==> config.mk <==
export PLATFORM = sky130hd
export DESIGN_NAME = wdt_guard
export DESIGN_NICKNAME = d
export VERILOG_FILES = /design/src/rtl/wdt_guard_pkg.sv /design/src/rtl/wdt_regif.sv /design/src/rtl/wdt_counter.sv /design/src/rtl/wdt_guard.sv
export SDC_FILE = /design/constraint.sdc
export NUM_CORES = 1
export LEC_CHECK = 0
export ABC_AREA = 0
export BUFFER_PORTS_ARGS = -buffer_cell sky130_fd_sc_hd__buf_4
export CAP_MARGIN = 20
export CELL_PAD_IN_SITES_DETAIL_PLACEMENT = 1
export CELL_PAD_IN_SITES_GLOBAL_PLACEMENT = 1
export CORE_UTILIZATION = 43
export DETAILED_ROUTE_END_ITERATION = 10
export GPL_ROUTABILITY_DRIVEN = 0
export GPL_TIMING_DRIVEN = 1
export PLACE_DENSITY = 0.81
export SYNTH_ARGS = -nofsm -noshare
export SYNTH_HDL_FRONTEND = slang
export SYNTH_SLANG_ARGS = --single-unit
==> constraint.sdc <==
create_clock -name clk -period 8.2 [get_ports clk]
set_clock_uncertainty 0.15 [all_clocks]
set_input_delay 2.46 -clock clk [delete_from_list [all_inputs] [get_ports clk]]
set_output_delay 2.46 -clock clk [all_outputs]
set_load 0.02 [all_outputs]
==> src/rtl/wdt_guard_pkg.sv <==
package wdt_guard_pkg;
  localparam int unsigned DATA_W     = 8;
  localparam int unsigned SEL_W      = 3;
  localparam logic [2:0]  MODE_TAG   = 3'b011;
  localparam logic [7:0]  MODE_RESET = 8'h67;
  localparam logic [7:0]  KICK_CODE  = 8'hAC;
  localparam logic [7:0]  KICK_READ  = 8'h9A;

  typedef struct packed {
    logic [2:0]       tag;
    logic             halt;
    logic             src_hi;
    logic [SEL_W-1:0] sel;
  } mode_t;
endpackage

==> src/rtl/wdt_regif.sv <==
module wdt_regif
  import wdt_guard_pkg::*;
#(
  parameter int unsigned      ADDR_W    = 16,
  parameter logic [ADDR_W-1:0] MODE_ADDR = 16'hFF48,
  parameter logic [ADDR_W-1:0] KICK_ADDR = 16'hFF49
) (
  input  logic              clk,
  input  logic              rst_n,
  input  logic [ADDR_W-1:0] bus_addr,
  input  logic [DATA_W-1:0] bus_wdata,
  input  logic              bus_we,
  input  logic              bus_re,
  input  logic              bus_bit,
  output mode_t             mode_q,
  output logic              written_q,
  output logic              clr_o,
  output logic              viol_o
);
  logic  hit_mode, hit_kick, mode_wr, mode_ld;
  mode_t mode_d;

  assign hit_mode = (bus_addr == MODE_ADDR);
  assign hit_kick = (bus_addr == KICK_ADDR);
  assign mode_wr  = bus_we & hit_mode & ~bus_bit;

  always_comb begin
    mode_d  = mode_t'(bus_wdata);
    mode_ld = 1'b0;
    clr_o   = 1'b0;
    viol_o  = 1'b0;
    if (mode_wr) begin
      if (written_q) begin
        if (!mode_q.halt) viol_o = 1'b1;
      end else if (bus_wdata[7:5] != MODE_TAG) begin
        viol_o = 1'b1;
      end else begin
        mode_ld = 1'b1;
        clr_o   = 1'b1;
      end
    end
    if (hit_kick && bus_bit && (bus_we || bus_re)) begin
      viol_o = 1'b1;
    end else if (hit_kick && bus_we) begin
      if (bus_wdata == KICK_CODE) clr_o  = 1'b1;
      else                        viol_o = 1'b1;
    end
  end

  always_ff @(posedge clk or negedge rst_n) begin
    if (!rst_n) begin
      mode_q    <= mode_t'(MODE_RESET);
      written_q <= 1'b0;
    end else if (mode_ld) begin
      mode_q    <= mode_d;
      written_q <= 1'b1;
    end
  end

  p_stopped_lock_r2: assert property (@(posedge clk) disable iff (!rst_n)
    (written_q && mode_q.halt) |=> ($stable(mode_q) && written_q));
  p_bad_tag_r4: assert property (@(posedge clk) disable iff (!rst_n)
    (mode_wr && !written_q && bus_wdata[7:5] != MODE_TAG) |=> !written_q);
endmodule

==> src/rtl/wdt_counter.sv <==
module wdt_counter #(
  parameter int unsigned SEL_W     = 3,
  parameter int unsigned BASE_LOG2 = 11,
  localparam int unsigned NSEL     = 1 << SEL_W,
  localparam int unsigned CNT_W    = BASE_LOG2 + NSEL - 1
) (
  input  logic             clk,
  input  logic             rst_n,
  input  logic             run,
  input  logic             src_hi,
  input  logic [SEL_W-1:0] sel,
  input  logic             tick_lo,
  input  logic             tick_hi,
  input  logic             clr,
  output logic             ovf_o
);
  logic [CNT_W-1:0] cnt_q, cnt_d;
  logic [NSEL-1:0]  at_lim;
  logic             tick, step_en, wrap, cnt_en;

  for (genvar i = 0; i < NSEL; i++) begin : g_lim
    localparam logic [CNT_W:0] LIM = (CNT_W+1)'(1) << (BASE_LOG2 + i);
    assign at_lim[i] = (cnt_q == CNT_W'(LIM - 1'b1));
  end

  assign tick    = src_hi ? tick_hi : tick_lo;
  assign step_en = run & tick;
  assign wrap    = at_lim[sel];
  assign cnt_en  = clr | step_en;
  assign ovf_o   = step_en & wrap & ~clr;

  always_comb begin
    if (clr || wrap) cnt_d = '0;
    else             cnt_d = cnt_q + 1'b1;
  end

  always_ff @(posedge clk or negedge rst_n) begin
    if (!rst_n)      cnt_q <= '0;
    else if (cnt_en) cnt_q <= cnt_d;
  end

  p_clr_zero_r5: assert property (@(posedge clk) disable iff (!rst_n)
    clr |=> (cnt_q == '0));
  p_stop_hold_r2: assert property (@(posedge clk) disable iff (!rst_n)
    (!run && !clr) |=> $stable(cnt_q));
endmodule

==> src/rtl/wdt_guard.sv <==
module wdt_guard
  import wdt_guard_pkg::*;
#(
  parameter int unsigned ADDR_W    = 16,
  parameter int unsigned BASE_LOG2 = 11
) (
  input  logic              clk,
  input  logic              rst_n,
  input  logic              tick_lo,
  input  logic              tick_hi,
  input  logic [ADDR_W-1:0] bus_addr,
  input  logic [7:0]        bus_wdata,
  input  logic              bus_we,
  input  logic              bus_re,
  input  logic              bus_bit,
  output logic [7:0]        bus_rdata,
  output logic              rst_req
);
  localparam logic [ADDR_W-1:0] MODE_ADDR = ADDR_W'(16'hFF48);
  localparam logic [ADDR_W-1:0] KICK_ADDR = ADDR_W'(16'hFF49);

  logic [1:0] rst_sync_q;
  logic       rst_int_n;
  mode_t      mode_q;
  logic       written_q, clr, viol, ovf, req_d;

  always_ff @(posedge clk or negedge rst_n) begin
    if (!rst_n) rst_sync_q <= 2'b00;
    else        rst_sync_q <= {rst_sync_q[0], 1'b1};
  end
  assign rst_int_n = rst_sync_q[1];

  wdt_regif #(.ADDR_W(ADDR_W), .MODE_ADDR(MODE_ADDR), .KICK_ADDR(KICK_ADDR)) u_regif (
    .clk(clk), .rst_n(rst_int_n), .bus_addr(bus_addr), .bus_wdata(bus_wdata),
    .bus_we(bus_we), .bus_re(bus_re), .bus_bit(bus_bit),
    .mode_q(mode_q), .written_q(written_q), .clr_o(clr), .viol_o(viol)
  );

  wdt_counter #(.SEL_W(SEL_W), .BASE_LOG2(BASE_LOG2)) u_counter (
    .clk(clk), .rst_n(rst_int_n), .run(~mode_q.halt), .src_hi(mode_q.src_hi),
    .sel(mode_q.sel), .tick_lo(tick_lo), .tick_hi(tick_hi), .clr(clr), .ovf_o(ovf)
  );

  assign req_d = viol | ovf;

  always_ff @(posedge clk or negedge rst_int_n) begin
    if (!rst_int_n) rst_req <= 1'b0;
    else            rst_req <= req_d;
  end

  always_comb begin
    bus_rdata = '0;
    if (bus_re) begin
      if (bus_addr == KICK_ADDR)      bus_rdata = KICK_READ;
      else if (bus_addr == MODE_ADDR) bus_rdata = mode_q;
    end
  end

  p_second_write_r1: assert property (@(posedge clk) disable iff (!rst_int_n)
    (bus_we && !bus_bit && bus_addr == MODE_ADDR && written_q && !mode_q.halt) |=> rst_req);
  p_wrong_code_r6: assert property (@(posedge clk) disable iff (!rst_int_n)
    (bus_we && !bus_bit && bus_addr == KICK_ADDR && bus_wdata != KICK_CODE) |=> rst_req);
  p_bit_kick_r7: assert property (@(posedge clk) disable iff (!rst_int_n)
    ((bus_we || bus_re) && bus_bit && bus_addr == KICK_ADDR) |=> rst_req);
  p_quiet_r11: assert property (@(posedge clk) disable iff (!rst_int_n)
    (!bus_we && !bus_re && !tick_lo && !tick_hi) |=> !rst_req);
endmodule

# --- Yosys cells after proc, flatten, opt, wreduce, memory -nomap -nowiden ---
# Index checks and enable logic that the tools add are counted.
totals:
  ff_bits: 30
  input_bits: 31
  out_inout_bits: 9
  elab_cells: 57
classes:
  add_sub_neg: 1
  order_cmp: 1
  n_eq_ne: 12
  n_mux: 20
  bitwise: 10
  reduce_logical: 5
ops:
  columns: ["cell", "n"]
  rows:
  - ["16-bit == test (second input constant)", 2]
  - ["8-bit two-way mux", 3]
  - ["18-bit by 1-bit adder with 18-bit output (second input constant)", 1]
  - ["18-bit by 11-bit == test with 1-bit output (second input constant)", 1]
  - ["18-bit by 12-bit == test with 1-bit output (second input constant)", 1]
  - ["18-bit by 13-bit == test with 1-bit output (second input constant)", 1]
  - ["18-bit by 14-bit == test with 1-bit output (second input constant)", 1]
  - ["18-bit by 15-bit == test with 1-bit output (second input constant)", 1]
  - ["18-bit by 16-bit == test with 1-bit output (second input constant)", 1]
  - ["18-bit by 17-bit == test with 1-bit output (second input constant)", 1]
  - ["18-bit == test (second input constant)", 1]
  - ["18-bit two-way mux", 1]
  - ["1-bit two-way mux", 15]
  - ["8-bit == test (second input constant)", 1]
  - ["1-bit bitwise AND", 5]
  - ["3-bit by 4-bit < comparator with 1-bit output (second input constant)", 1]
  - ["1-bit binary-select mux with 3-bit select", 1]
  - ["1-bit logical AND", 3]
  - ["3-bit by 2-bit inequality test with 1-bit output (second input constant)", 1]
  - ["1-bit NOT", 3]
  - ["1-bit logical OR", 2]
  - ["1-bit bitwise OR", 2]

# --- Logic depth before layout (Yosys ltp) ---
logic_depth:
  ltp_word: 10
  depth_mapped: 8
  depth_no_buf: 7

# --- Cells and area by module ---
# A second synthesis with hierarchy kept.
hier_totals:
  cells_unflattened: 191
  hier_area_um2: 1949.4
by_module_without_submodules:
  columns: ["module", "instances", "cells_per_inst", "area_each_um2", "seq_area_each_um2"]
  rows:
  - ["wdt_counter", 1, 128, 1214.9, 450.4]
  - ["wdt_regif", 1, 38, 509.2, 231.5]
  - ["wdt_guard", 1, 25, 225.2, 75.1]

# --- Worst setup path before layout ---
# Ideal clock, no wire load.
synth_path:
  path_type: "input port to output port"
  startpoint: "input port bus_addr[5]"
  endpoint: "output port bus_rdata[0]"
  t_arrival_ps: 3973
  t_required_ps: 5590
  path_slack_ps: 1617
  path_stages: 5
  path_buffers: 0
  path_cell_list: "or4b_4 > nor4_1 > nand2_1 > nor2_1 > and2_1"
synth_between:
  elab_chain_cells: 4
  word_cells_on_any_way: 5
  classes_between: "eq/ne (2); mux (3)"
synth_rtl:
  columns: ["item", "line", "source"]
  rows:
  - ["from (decl)", "wdt_guard.sv:11", "input logic [ADDR_W-1:0] bus_addr,"]
  - ["16-bit == test", "wdt_guard.sv:55", "else if (bus_addr == MODE_ADDR) bus_rdata = mode_q;"]
  - ["8-bit two-way mux", "wdt_guard.sv:55", null]
  - ["8-bit two-way mux (*)", "wdt_guard.sv:54", "if (bus_addr == KICK_ADDR) bus_rdata = KICK_READ;"]
  - ["8-bit two-way mux (*)", "wdt_guard.sv:53", "if (bus_re) begin"]
  - ["to (decl)", "wdt_guard.sv:16", "output logic [7:0] bus_rdata,"]
# Every way passes the cells marked *; elsewhere a longest branch is shown, timed or not.

# --- Final worst setup path ---
layout_path:
  startpoint: "input port bus_addr[5]"
  endpoint: "output port bus_rdata[2]"
# The elaborated chain is that of the path after synthesis.

==> results.cfg <==
[sta]
report.final.setup_viol = 0
layout_min_cycle_time_ns = 6.94
hold_violations_final = 0
max_slew.worst_pin.slew_ns = 0.876
timing.slew.headroom_pct = 41.2
finalSetupTns_ns = 0
post-route-period-util_pct = 84.6
setup_repair_after_global_routing_missed_its_margin = no
maxSlewViolCount = 0
timing.fmax_ghz = 0.144

[critical_path]
setup.worst_path.class = primary input to output port
cp_top_family = simple AND/OR/NAND/NOR gates
crit_required_ns = 5.59
path_cells = buf_4 > or4b_4 > nor4_1 > nand2_1 > nor2_1 > and2_1 > buf_4
crit-reg2reg-launch = u_counter.cnt_q[0]
critical_path.n_buffers_inverters = 2
critPathLaunchType = primary input
worst_ep_arrival_time_ns = 4.33
crit_path_frequent_cell = sky130_fd_sc_hd__buf_4
worst_r2r_path_depth = 7
regToRegEndpoint = u_counter.cnt_q[14]
worstSetupEndpointType = output port
crit_path_max_incr_delay_ns = 0.55
worst-path-max-fanout = 5
timing.reg2reg.setup_slack_ns = 5.36
critical_path.slowest_cell = sky130_fd_sc_hd__or4b_4

[synth]
synth_adder_area_share_pct = 0.696
post_synth_mux_area_share_pct = 3.69
ys_types = 48
syn_nets = 228
yosysWarningCount = 0
synth-seq-cells = 30
synth_async_sr_flop_share_pct = 100
synth_top_family_by_area = simple AND/OR/NAND/NOR gates
post_synth.cell_area_avg_sq_um = 9.17
share_of_synthesized_cell_area_in_and_or_nand_and_nor_gates_pct = 35.0
mappedNetlistArea_sq_um = 1800
yosysSeqAreaShare_pct = 42.1
number_of_enable_flip_flop_cells_after_synthesis = 0
synth_xor_xnor_area_share_pct = 1.95
share_of_the_synthesized_area_in_compound_gates_ao_oa_aoi_oai_pct = 14.3
gate_count_of_the_mapped_netlist = 196
ys_dominant_reg_cell = sky130_fd_sc_hd__dfrtp_1

[die]
die_width_um = 66.6
chipHeight_um = 66.6
fp.dieArea_sq_um = 4440
core.rowCount = 23
num_io_pins = 40
floorplan.core_area_sq_um = 4000
start_util_pct = 44.9

[placed_design]
detailedPlacementHpwl_um = 4000
placed_area_sq_um = 2150
port_buffers = 39
dp_cells = 279

[grt]
global_route_wire_length_before_repair_um = 9000
gr-usage-all-layers_pct = 27.7
grt_max_degree = 18
first_global_vias = 1824
grt.overflow.total = 0
initial_antenna_violation_count = 0

[cts]
cts.hold.buffers_added = 0
cts_h_tree_lvls = 2
tritoncts = built
cts_buffer_depth = 2
cts_post_setup_buffers_inserted = 0
tritoncts.num_buffers = 5
tritoncts_num_sinks = 30
cts_resized = 0
source_to_sink_clock_delay_at_the_later_pin_of_the_worst_skew_pair_ns = 0.29
clock-root-buffer = sky130_fd_sc_hd__clkbuf_8
path_clk_slew_ns = 0.07

[route]
total_length_of_routed_wires_um = 5360
post-route-drc-count = 0
vias = 1712
postRouteAntennaNets = 0
post_drt_wl_per_cell_um = 18.7
detail_route.first_pass.iterations = 4
initialDrtViolationCount = 62
avgViaCountPerCell = 5.97

[final_layout]
post-route-util_pct = 56.5
layout_commonest_cell = sky130_fd_sc_hd__buf_4
finish.instance_area_sq_um = 2260
final_layout_size_suffix_gt1_share_pct = 28.3
area_growth_syn_to_fin_pct = 25.8
nets = 268
final.fill_count = 483
num_antenna_cells = 0
post_layout_nonfiller_instances = 287
mostFrequentLayoutCells = sky130_fd_sc_hd__buf_4 (39), sky130_fd_sc_hd__dfrtp_1 (25), sky130_fd_sc_hd__nand2_1 (24)

[power]
vdd_ir_drop_max_mv = 0.0851
p_per_area_nw_per_um2 = 169
p_switching_mw = 0.104
netSwitchingFraction_pct = 27.2
power.combinational.fraction_pct = 14.4
cellLeakagePower_nw = 0.999
share_clk_of_total_power_pct = 39.5
seq_power_share_pct = 46.1
power.internal_mw = 0.277

[min_path]
min_path_type = register to async pin

[run]
max_cap_viol_count = 0

[outcome]
run_status = finished clean
-- cell families after synthesis --
family,Yosys count
muxes,6
DFF,30
other,1
xor gates and xnor gates,4
AOI/OAI and AO/OA,35
adders and majority gates,1
and+or+nand+nor,110
buffers and inverters,9
-- worst max-delay path by stage --
stage	slack (ns)	depth (start not counted)	endpoint	from
6_report	1.26	7	bus_rdata[2]	bus_addr[5]
3_3_place_gp	1.31	7	bus_rdata[0]	bus_addr[5]
5_1_grt	1.08	7	bus_rdata[6]	bus_addr[5]
4_1_cts	1.24	7	bus_rdata[2]	bus_addr[5]
2_1_floorplan	1.62	5	bus_rdata[0]	bus_addr[5]
3_5_place_dp	1.24	7	bus_rdata[0]	bus_addr[5]
-- power groups by stage --
stage | clock (mW) | sequential (mW) | combinational [mW]
2_1_floorplan | 0 | 0.175 | 0.0327
3_3_place_gp | 0 | 0.178 | 0.0480
3_5_place_dp | 0 | 0.178 | 0.0551
4_1_cts | 0.152 | 0.175 | 0.0554
5_1_grt | 0.158 | 0.177 | 0.0614
6_report | 0.151 | 0.176 | 0.0548
-- layer usage --
layer / track usage (%) / vias to the layer above / part of all wire [%]
met2: 50.4 / 52 / 53
met3: 6.16 / 13 / 3.7
met4: 10.9 / 0 / 2.5
li1: - / 805 / -
met1: 30.8 / 842 / 41
met5: 0 / - / 0
-- state kept, by name (all words and copies together), names as in the netlist --
register and count:
u_regif.written_q 1, rst_req 1, u_counter.cnt_q 18, rst_sync_q 2, u_regif.mode_q 8
-- cell usage after synthesis, types with 3 or more instances --
cell type | count | area share (%)
sky130_fd_sc_hd__o211ai_1 | 5 | 2.1
sky130_fd_sc_hd__clkbuf_1 | 5 | 1.0
sky130_fd_sc_hd__o21ai_0 | 3 | 0.84
sky130_fd_sc_hd__nor3_1 | 8 | 2.2
sky130_fd_sc_hd__nand2_1 | 24 | 5.0
sky130_fd_sc_hd__nand2b_1 | 4 | 1.4
sky130_fd_sc_hd__mux2_2 | 5 | 3.1
sky130_fd_sc_hd__nor2_1 | 23 | 4.8
sky130_fd_sc_hd__dfrtp_1 | 25 | 35
sky130_fd_sc_hd__and2_1 | 7 | 2.4
sky130_fd_sc_hd__nand3_1 | 12 | 3.3
sky130_fd_sc_hd__nand4_1 | 5 | 1.7
sky130_fd_sc_hd__a21oi_1 | 9 | 2.5
sky130_fd_sc_hd__and4_1 | 4 | 1.9
sky130_fd_sc_hd__o31ai_1 | 5 | 2.1
sky130_fd_sc_hd__dfstp_2 | 5 | 7.3
-- layout make-up --
type                       instances  area (sq um)  share of cell area (%)
inverter                           2          7.51                   0.332
multi-input combinational        157          1000                    44.4
tap                               50          62.6                    2.77
clock buffer                       5          68.8                    3.05
sequential                        30           757                    33.5
timing repair buffer              40           320                    14.2
clock inverter                     3          40.0                    1.77
-- through the flow --
| stage | total power, mW | hold slack [ns] | worst slack, ns |
|---|---|---|---|
| global route | 0.397 | 0.137 | 1.08 |
| finish | 0.381 | 0.0891 | 1.26 |
| CTS | 0.383 | 0.109 | 1.24 |
| global placement | 0.226 | 0.189 | 1.31 |
| detailed placement | 0.233 | 0.113 | 1.24 |
| floorplan | 0.208 | 0.181 | 1.62 |
Note: power is estimated with default switching activity, not from simulation.
